File: src/rtl/ser_pkg.sv
// Shared types for the word shifter: the single operation chosen per cycle.
package ser_pkg;
    typedef enum logic [1:0] {
        OP_HOLD  = 2'd0,
        OP_LOAD  = 2'd1,
        OP_SHIFT = 2'd2,
        OP_CLEAR = 2'd3
    } ser_op_e;
endpackage

File: src/rtl/ser_arbiter.sv
// Picks one operation per cycle from the strobes.
// Priority: clear, then load (only when idle), then shift (only when busy).
// Assumes busy_i comes from the bit counter's registered state.
module ser_arbiter
    import ser_pkg::*;
(
    input  logic    clr_i,
    input  logic    load_i,
    input  logic    shift_i,
    input  logic    busy_i,
    output ser_op_e op_o
);
    // Operation select: a load is refused while a word is pending
    always_comb begin
        if (clr_i)                 op_o = OP_CLEAR;
        else if (load_i && !busy_i) op_o = OP_LOAD;
        else if (shift_i && busy_i) op_o = OP_SHIFT;
        else                       op_o = OP_HOLD;
    end
endmodule

File: src/rtl/ser_counter.sv
// Counts bits still to be sent: reloads to DW on load, steps down on shift.
// Assumes the arbiter issues OP_SHIFT only while the count is non-zero.
module ser_counter
    import ser_pkg::*;
#(
    parameter int DW = 8,
    localparam int CW = $clog2(DW + 1)
) (
    input  logic          clk,
    input  logic          rst_n,
    input  ser_op_e       op_i,
    output logic [CW-1:0] cnt_o,
    output logic          busy_o
);
    logic [CW-1:0] cnt_q;

    // Remaining-bit register
    always_ff @(posedge clk) begin
        if (!rst_n) begin
            cnt_q <= '0;
        end else begin
            case (op_i)
                OP_CLEAR: cnt_q <= '0;
                OP_LOAD:  cnt_q <= CW'(DW);
                OP_SHIFT: cnt_q <= cnt_q - CW'(1);
                default:  cnt_q <= cnt_q;
            endcase
        end
    end

    assign cnt_o  = cnt_q;
    assign busy_o = (cnt_q != '0);
endmodule

File: src/rtl/ser_shreg.sv
// Data register: loads a word, shifts toward the selected end, fills with 0.
// Assumes lsb_first_i stays constant within a word; it steers both the
// shift direction and the output tap.
module ser_shreg
    import ser_pkg::*;
#(
    parameter int DW = 8
) (
    input  logic          clk,
    input  logic          rst_n,
    input  ser_op_e       op_i,
    input  logic          lsb_first_i,
    input  logic [DW-1:0] data_i,
    output logic [DW-1:0] q_o,
    output logic          ser_o
);
    logic [DW-1:0] q;
    logic [DW-1:0] shifted;

    // Next value of each bit for one shift step, per direction
    for (genvar i = 0; i < DW; i++) begin : g_bit
        logic from_lower;
        logic from_upper;
        if (i == 0) begin : g_lo_end
            assign from_lower = 1'b0;
        end else begin : g_lo_mid
            assign from_lower = q[i-1];
        end
        if (i == DW - 1) begin : g_hi_end
            assign from_upper = 1'b0;
        end else begin : g_hi_mid
            assign from_upper = q[i+1];
        end
        assign shifted[i] = lsb_first_i ? from_upper : from_lower;
    end

    // Shift register update
    always_ff @(posedge clk) begin
        if (!rst_n) begin
            q <= '0;
        end else begin
            case (op_i)
                OP_CLEAR: q <= '0;
                OP_LOAD:  q <= data_i;
                OP_SHIFT: q <= shifted;
                default:  q <= q;
            endcase
        end
    end

    assign q_o   = q;
    assign ser_o = lsb_first_i ? q[0] : q[DW-1];
endmodule

File: src/rtl/word_serializer.sv
// Top level: arbiter, bit counter and shift register for one byte stream.
// Assumes strobes are synchronous to clk and one cycle wide per request.
module word_serializer
    import ser_pkg::*;
#(
    parameter int DW = 8,
    localparam int CW = $clog2(DW + 1)
) (
    input  logic          clk,
    input  logic          rst_n,
    input  logic          clr_i,
    input  logic          lsb_first_i,
    input  logic          load_i,
    input  logic          shift_i,
    input  logic [DW-1:0] data_i,
    output logic          ser_o,
    output logic          busy_o
);
    ser_op_e       op;
    logic [CW-1:0] cnt;
    logic [DW-1:0] shreg;

    ser_arbiter u_arb (
        .clr_i   (clr_i),
        .load_i  (load_i),
        .shift_i (shift_i),
        .busy_i  (busy_o),
        .op_o    (op)
    );

    ser_counter #(.DW(DW)) u_cnt (
        .clk    (clk),
        .rst_n  (rst_n),
        .op_i   (op),
        .cnt_o  (cnt),
        .busy_o (busy_o)
    );

    ser_shreg #(.DW(DW)) u_reg (
        .clk         (clk),
        .rst_n       (rst_n),
        .op_i        (op),
        .lsb_first_i (lsb_first_i),
        .data_i      (data_i),
        .q_o         (shreg),
        .ser_o       (ser_o)
    );
endmodule

File: config.mk
export PLATFORM = sky130hd
export DESIGN_NAME = word_serializer
export DESIGN_NICKNAME = d
export VERILOG_FILES = /design/src/rtl/ser_pkg.sv /design/src/rtl/ser_arbiter.sv /design/src/rtl/ser_counter.sv /design/src/rtl/ser_shreg.sv /design/src/rtl/word_serializer.sv
export SDC_FILE = /design/constraint.sdc
export NUM_CORES = 1
export LEC_CHECK = 0
export ABC_CLOCK_PERIOD_IN_PS = 5120
export BUFFER_PORTS_ARGS = -buffer_cell sky130_fd_sc_hd__buf_2
export CAP_MARGIN = 20
export CORE_AREA = 5 5 53 55
export DETAILED_ROUTE_END_ITERATION = 7
export DIE_AREA = 0 0 58 60
export GPL_TIMING_DRIVEN = 1
export PLACE_DENSITY = 0.52
export SLEW_MARGIN = 5
export SYNTH_ARGS = -nofsm -noshare
export SYNTH_HDL_FRONTEND = slang
export SYNTH_SLANG_ARGS = --single-unit
File: constraint.sdc
create_clock -name clk -period 5.12 [get_ports clk]
set_clock_uncertainty 0.15 [all_clocks]
set_input_delay 1.024 -clock clk [delete_from_list [all_inputs] [get_ports clk]]
set_output_delay 1.024 -clock clk [all_outputs]
set_load 0.02 [all_outputs]
==> results of run 1 <==
-- cells by family (layout without fill, tap and decap cells) --
group                      after synthesis  after routing  synth area share [%]
buffers and inverters                   14             23                  8.62
adders and majority gates                1              1                  1.57
and+or+nand+nor                         24             24                  19.3
AOI/OAI and AO/OA                       28             28                  30.6
DFF                                     12             12                  30.1
muxes                                    7              7                  9.88
-- through the flow --
| step | hold WS, ns | setup slack, ns |
|---|---|---|
| floorplan | 0.335 | 2.20 |
| global placement | 0.397 | 2.26 |
| detailed placement | 0.384 | 2.24 |
| CTS | 0.403 | 2.04 |
| global route | 0.426 | 1.87 |
| finish | 0.398 | 2.06 |
-- cells in the final DEF, fill, tap and decap left out, types with 2 or more instances in the layout --
cell        n
nor2b_1     2
clkbuf_4    3
mux2_1      7
a2111oi_0   9
a21oi_1     2
buf_2      15
dfxtp_1    12
nand3_1    15
inv_1       4
a311oi_1    8
-- area by class of cell --
| type | instances | share of cell area, % |
|---|---|---|
| flip-flops and latches | 12 | 27.2 |
| multi-input cells | 60 | 55.4 |
| repair buffers | 15 | 8.50 |
| well taps | 30 | 4.25 |
| clock buffers | 3 | 2.55 |
| inverters | 5 | 2.12 |
-- registers in the layout, summed over array words and instances (netlist names) --
register	cells
u_cnt.cnt_o	4
u_reg.q_o	8
-- how the worst min path moves through the flow --
| stage | start | endpoint | slack (ns) | cells after the start |
|---|---|---|---|---|
| floorplan | u_reg.q_o[1] | u_reg.q_o[0] | 0.33 | 2 |
| global placement | u_reg.q_o[1] | u_reg.q_o[0] | 0.40 | 2 |
| detailed placement | u_reg.q_o[1] | u_reg.q_o[0] | 0.38 | 2 |
| CTS | u_reg.q_o[1] | u_reg.q_o[0] | 0.40 | 2 |
| global route | u_reg.q_o[1] | u_reg.q_o[0] | 0.43 | 2 |
| finish | u_reg.q_o[1] | u_reg.q_o[0] | 0.40 | 2 |
-- Yosys cell counts (2+ instances only) --
cell       count
a21oi_1        2
nand3_1       15
a2111oi_0      9
buf_1          2
nor2b_1        2
clkbuf_1       4
inv_1          4
dfxtp_1       12
a311oi_1       8
mux2_1         7
buf_6          2
-- worst max-delay path, delay by kind of cell, from the launching register on --
family        cells  cell delay, ns
fa+ha+maj         1            0.21
buf+inv           3            0.60
flops             1            0.33
simple gates      1            0.47
-- report_power, final --
part | internal [W] | switching (W)
clock | 0.0000272 | 0.0000326
combinational | 0.0000223 | 0.0000377
sequential | 0.000101 | 0.00000640
total | 0.000150 | 0.0000768
-- routing by layer --
layer / track usage [%] / routed length [um]
met5: 0 / 0
met4: 5.96 / 30
met3: 2.81 / 115
met2: 19.2 / 867
met1: 18.5 / 1030
==> summary.txt, run 1 <==
Crit. Startpoint -> u_cnt.cnt_o[0]
critical path class -> reg -> out
Syn Area/Cell -> 9.28 um^2
mapped cell area -> 798 um^2
CP Data Required Time -> 3.95 ns
VDD IR max -> 112 uV
fin crit share -> 59.9%
ys async rst share -> 0%
antenna violations before repair -> 0
DRT antenna net count -> 0
P&R area growth vs syn -> 10.7%
total global routing overflow -> 0
crit-path max cell delay -> 0.47 ns
Root Driver -> clkbuf_4
post-synthesis sequential area ratio -> 30.1%
Mapped Cells -> 86
Sink Count -> 12
Pwr Total -> 0.000227 W
Crit. End Element -> primary output
final design utilization -> 37.7%
flop2flop setup slack -> 2.67 ns
share of cells above drive strength 1 -> 23.2%
Die Width -> 58 um
Detailed Route WL -> 2040 um
Initial Utilization -> 34.1%
via count -> 758
FF-to-FF Start -> u_cnt.cnt_o[0]
Fillers -> 259
post_cts resized -> 0
Vias/cell -> 6.06
pwr dens -> 257 mW/mm^2
Inserted Clock Buffers -> 3
post-synth cell types -> 30
slowest library cell on the worst path -> nor3b_4
Max Cap Violations -> 0
RSZ-0062 raised after global routing -> false
Synth top area share -> 30.1%
DRC viols -> 0
CTS tree -> built
drt first pass iters -> 4
Final Non-Filler Cells -> 125
Slew Limit Fails -> 0
die area -> 0.00348 mm^2
final net count -> 112
crit start category -> flop
Setup TNS -> 0 ns
crit-path max FO -> 21
vias in the first global route -> 751
Post-CTS Hold Fix Bufs -> 0
postcts setup bufs -> 0
# IOs -> 16
status -> completed
Hold WC Path Type -> reg -> reg
syn nets -> 101
Main synth FF type -> dfxtp_1
yosys warns -> 0
port bufs -> 15
largest cells by area after synthesis -> dfxtp_1 (30%), a2111oi_0 (9.9%), mux2_1 (9.9%), nand3_1 (9.4%), a311oi_1 (8.8%)
first-pass GRT wire length -> 3530 um
1st-iter DRT viols -> 15
# setup viols final -> 0
minimum clock period -> 3.06 ns
FF-to-FF End -> u_reg.q_o[7]
Max Fclk -> 326 MHz
Cell Area, Placed -> 861 um^2
register area -> 240 um^2
Routability Congestion -> 0.749
number of synthesized flops with an enable pin -> 0
WL per Instance -> 16.4 um
Overall Global Routing Usage -> 13.2%
core area -> 0.00234 mm^2
Post-Layout Inst Area -> 883 um^2
leakage power -> 0.312 nW
Die Y-Extent -> 60 um
Post-DP HPWL -> 1370 um
cell taking the most area after synthesis -> dfxtp_1
worst path cell trace -> inv_1 > ha_1 > nor3b_4 > inv_2 > buf_2
final hold vios -> 0
H-tree levels -> 1
std cell rows -> 18
CTS clk-pin slew, worst paths -> 0.07 ns
CP Capture Point -> busy_o
worst r2r path cells -> 6
Inst Count DP -> 122
largest net degree at the start of global routing -> 22
Rel. slew slack -> 55.0%
WP data arrival -> 1.89 ns
Clock Latency Late Sink -> 0.27 ns
Slew @ Worst Pin -> 0.674 ns
multi-input logic area -> 489 um^2
Diodes inserted -> 0
#FFs+latches synth -> 12
CTS Buffer Depth -> 2
No activity file was read; power rests on OpenSTA's default activity.
==> run 2, diff against run 1 <==
--- a/config.mk
+++ b/config.mk
@@ -5,7 +5,7 @@
 export SDC_FILE = /design/constraint.sdc
 export NUM_CORES = 1
 export LEC_CHECK = 0
-export ABC_CLOCK_PERIOD_IN_PS = 5120
+export ABC_CLOCK_PERIOD_IN_PS = 2900
 export BUFFER_PORTS_ARGS = -buffer_cell sky130_fd_sc_hd__buf_2
 export CAP_MARGIN = 20
 export CORE_AREA = 5 5 53 55
==> constraint.sdc (replaced) <==
create_clock -name clk -period 2.9 [get_ports clk]
set_clock_uncertainty 0.15 [all_clocks]
set_input_delay 0.58 -clock clk [delete_from_list [all_inputs] [get_ports clk]]
set_output_delay 0.58 -clock clk [all_outputs]
set_load 0.02 [all_outputs]
==> summary.txt, run 2 (synthesis gave the netlist of run 1 again) <==
crit-path max FO -> 21 (unchanged)
minimum clock period -> 2.55 ns
drt first pass iters -> 4 (unchanged)
Routability Congestion -> 0.768 (+2.5%)
# IOs -> 16 (unchanged)
FF-to-FF Start -> u_cnt.cnt_o[0]
Final Non-Filler Cells -> 125 (unchanged)
Max Fclk -> 392 MHz
antenna violations before repair -> 0 (unchanged)
status -> completed
die area -> 0.00348 mm^2 (unchanged)
critical path class -> reg -> out
postcts setup bufs -> 0 (unchanged)
WL per Instance -> 16.5 um (+0.78%)
CTS clk-pin slew, worst paths -> 0.07 ns (about the same)
DP Worst Slack -> 0.564 ns (-1.68 ns)
Crit. End Element -> primary output
std cell rows -> 18 (unchanged)
Detailed Route WL -> 2060 um (+0.78%)
post_cts resized -> 0 (unchanged)
Root Driver -> clkbuf_4
Setup TNS -> 0 ns (unchanged)
Inst Count DP -> 122 (unchanged)
crit start category -> flop
DRT antenna net count -> 0 (unchanged)
Sink Count -> 12 (unchanged)
Max Cap Violations -> 0 (unchanged)
Slew @ Worst Pin -> 0.698 ns (+0.0240 ns)
Worst Slack Setup Final -> 0.351 ns (-1.70 ns)
VDD IR max -> 214 uV (+90%)
final hold vios -> 0 (unchanged)
final design utilization -> 37.7% (unchanged)
CP Data Required Time -> 2.17 ns (-1.78 ns)
final net count -> 112 (unchanged)
Pwr Total -> 0.000395 W (+74%)
P&R area growth vs syn -> 10.7% (unchanged)
Vias/cell -> 5.98 (-1.5%)
port bufs -> 15 (unchanged)
most frequent cells in the layout -> nand3_1 (15), buf_2 (15), dfxtp_1 (12), a2111oi_0 (9), a311oi_1 (8)
Slew Limit Fails -> 0 (unchanged)
max reg flops -> 8 (unchanged)
CTS Buffer Depth -> 2 (unchanged)
Overall Global Routing Usage -> 13.3% (+0.096 points)
H-tree levels -> 1 (unchanged)
# setup viols final -> 0 (unchanged)
fin crit share -> 87.9%
Rel. slew slack -> 53.4% (-1.6 points)
Crit. Startpoint -> u_cnt.cnt_o[0]
leakage power -> 0.312 nW (unchanged)
Inserted Clock Buffers -> 3 (unchanged)
hold_sp -> u_reg.q_o[1]
WP data arrival -> 1.82 ns (-0.07 ns)
Initial Utilization -> 34.1% (unchanged)
Post-CTS Hold Fix Bufs -> 0 (unchanged)
total global routing overflow -> 0 (unchanged)
vias in the first global route -> 745 (-0.80%)
first-pass GRT wire length -> 3600 um (+2.2%)
share of cells above drive strength 1 -> 23.2% (unchanged)
Die Y-Extent -> 60 um (unchanged)
core area -> 0.00234 mm^2 (unchanged)
Clock Latency Late Sink -> 0.27 ns (about the same)
RSZ-0062 raised after global routing -> false
DRC viols -> 0 (unchanged)
CTS tree -> built
Post-DP HPWL -> 1430 um (+3.7%)
Hold WC Path Type -> reg -> reg
Die Width -> 58 um (unchanged)
1st-iter DRT viols -> 30 (+15)
pwr dens -> 448 mW/mm^2 (+74%)
largest net degree at the start of global routing -> 22 (unchanged)
Diodes inserted -> 0 (unchanged)
via count -> 747 (-1.5%)
[run 2: cell counts in the layout (fill, tap and decap cells not counted)]
Identical to the previous run, type by type.
[run 2: layout make-up]
| type | count | area, um^2 |
|---|---|---|
| Fill cell | 265 | 1460 |
| Multi-Input combinational cell | 60 | 489 |
| Sequential cell | 12 | 240 |
| Timing Repair Buffer | 15 | 75.1 |
| Tap cell | 30 | 37.5 |
| Clock buffer | 3 | 22.5 |
| Inverter | 5 | 18.8 |
[run 2: metal layers]
| layer | vias up | part of all wire [%] | GRT usage [%] |
|---|---|---|---|
| li1 | 373 | - | - |
| met1 | 353 | 51 | 18.9 |
| met2 | 21 | 45 | 19.8 |
| met3 | 0 | 4.5 | 2.38 |
| met4 | 0 | 0 | 4.97 |
| met5 | - | 0 | 0 |
[run 2: power breakdown]
group          total [W]  switching, W  internal [W]
Combinational   0.000104     0.0000647     0.0000394
Sequential      0.000190     0.0000120      0.000178
Clock           0.000102     0.0000536     0.0000480
[run 2: through the flow]
step	instance area, um^2	hold WS [ns]
detailed placement	861	0.393
finish	883	0.398
global route	883	0.418
global placement	861	0.391
floorplan	798	0.335
CTS	883	0.393
[run 2: worst max-delay path: stages (launching register included)]
cell,delay (ns)
dfxtp_1,0.33
inv_1,0.09
ha_1,0.23
nor3b_4,0.43
inv_2,0.25
buf_2,0.22
[run 2: final timing paths]
path	slack, ns	cells after the start	end
max	0.35	5	busy_o
min	0.40	2	u_reg.q_o[0]
min reg2reg	0.40	2	u_reg.q_o[0]
max reg2reg	0.56	6	u_cnt.cnt_o[3]
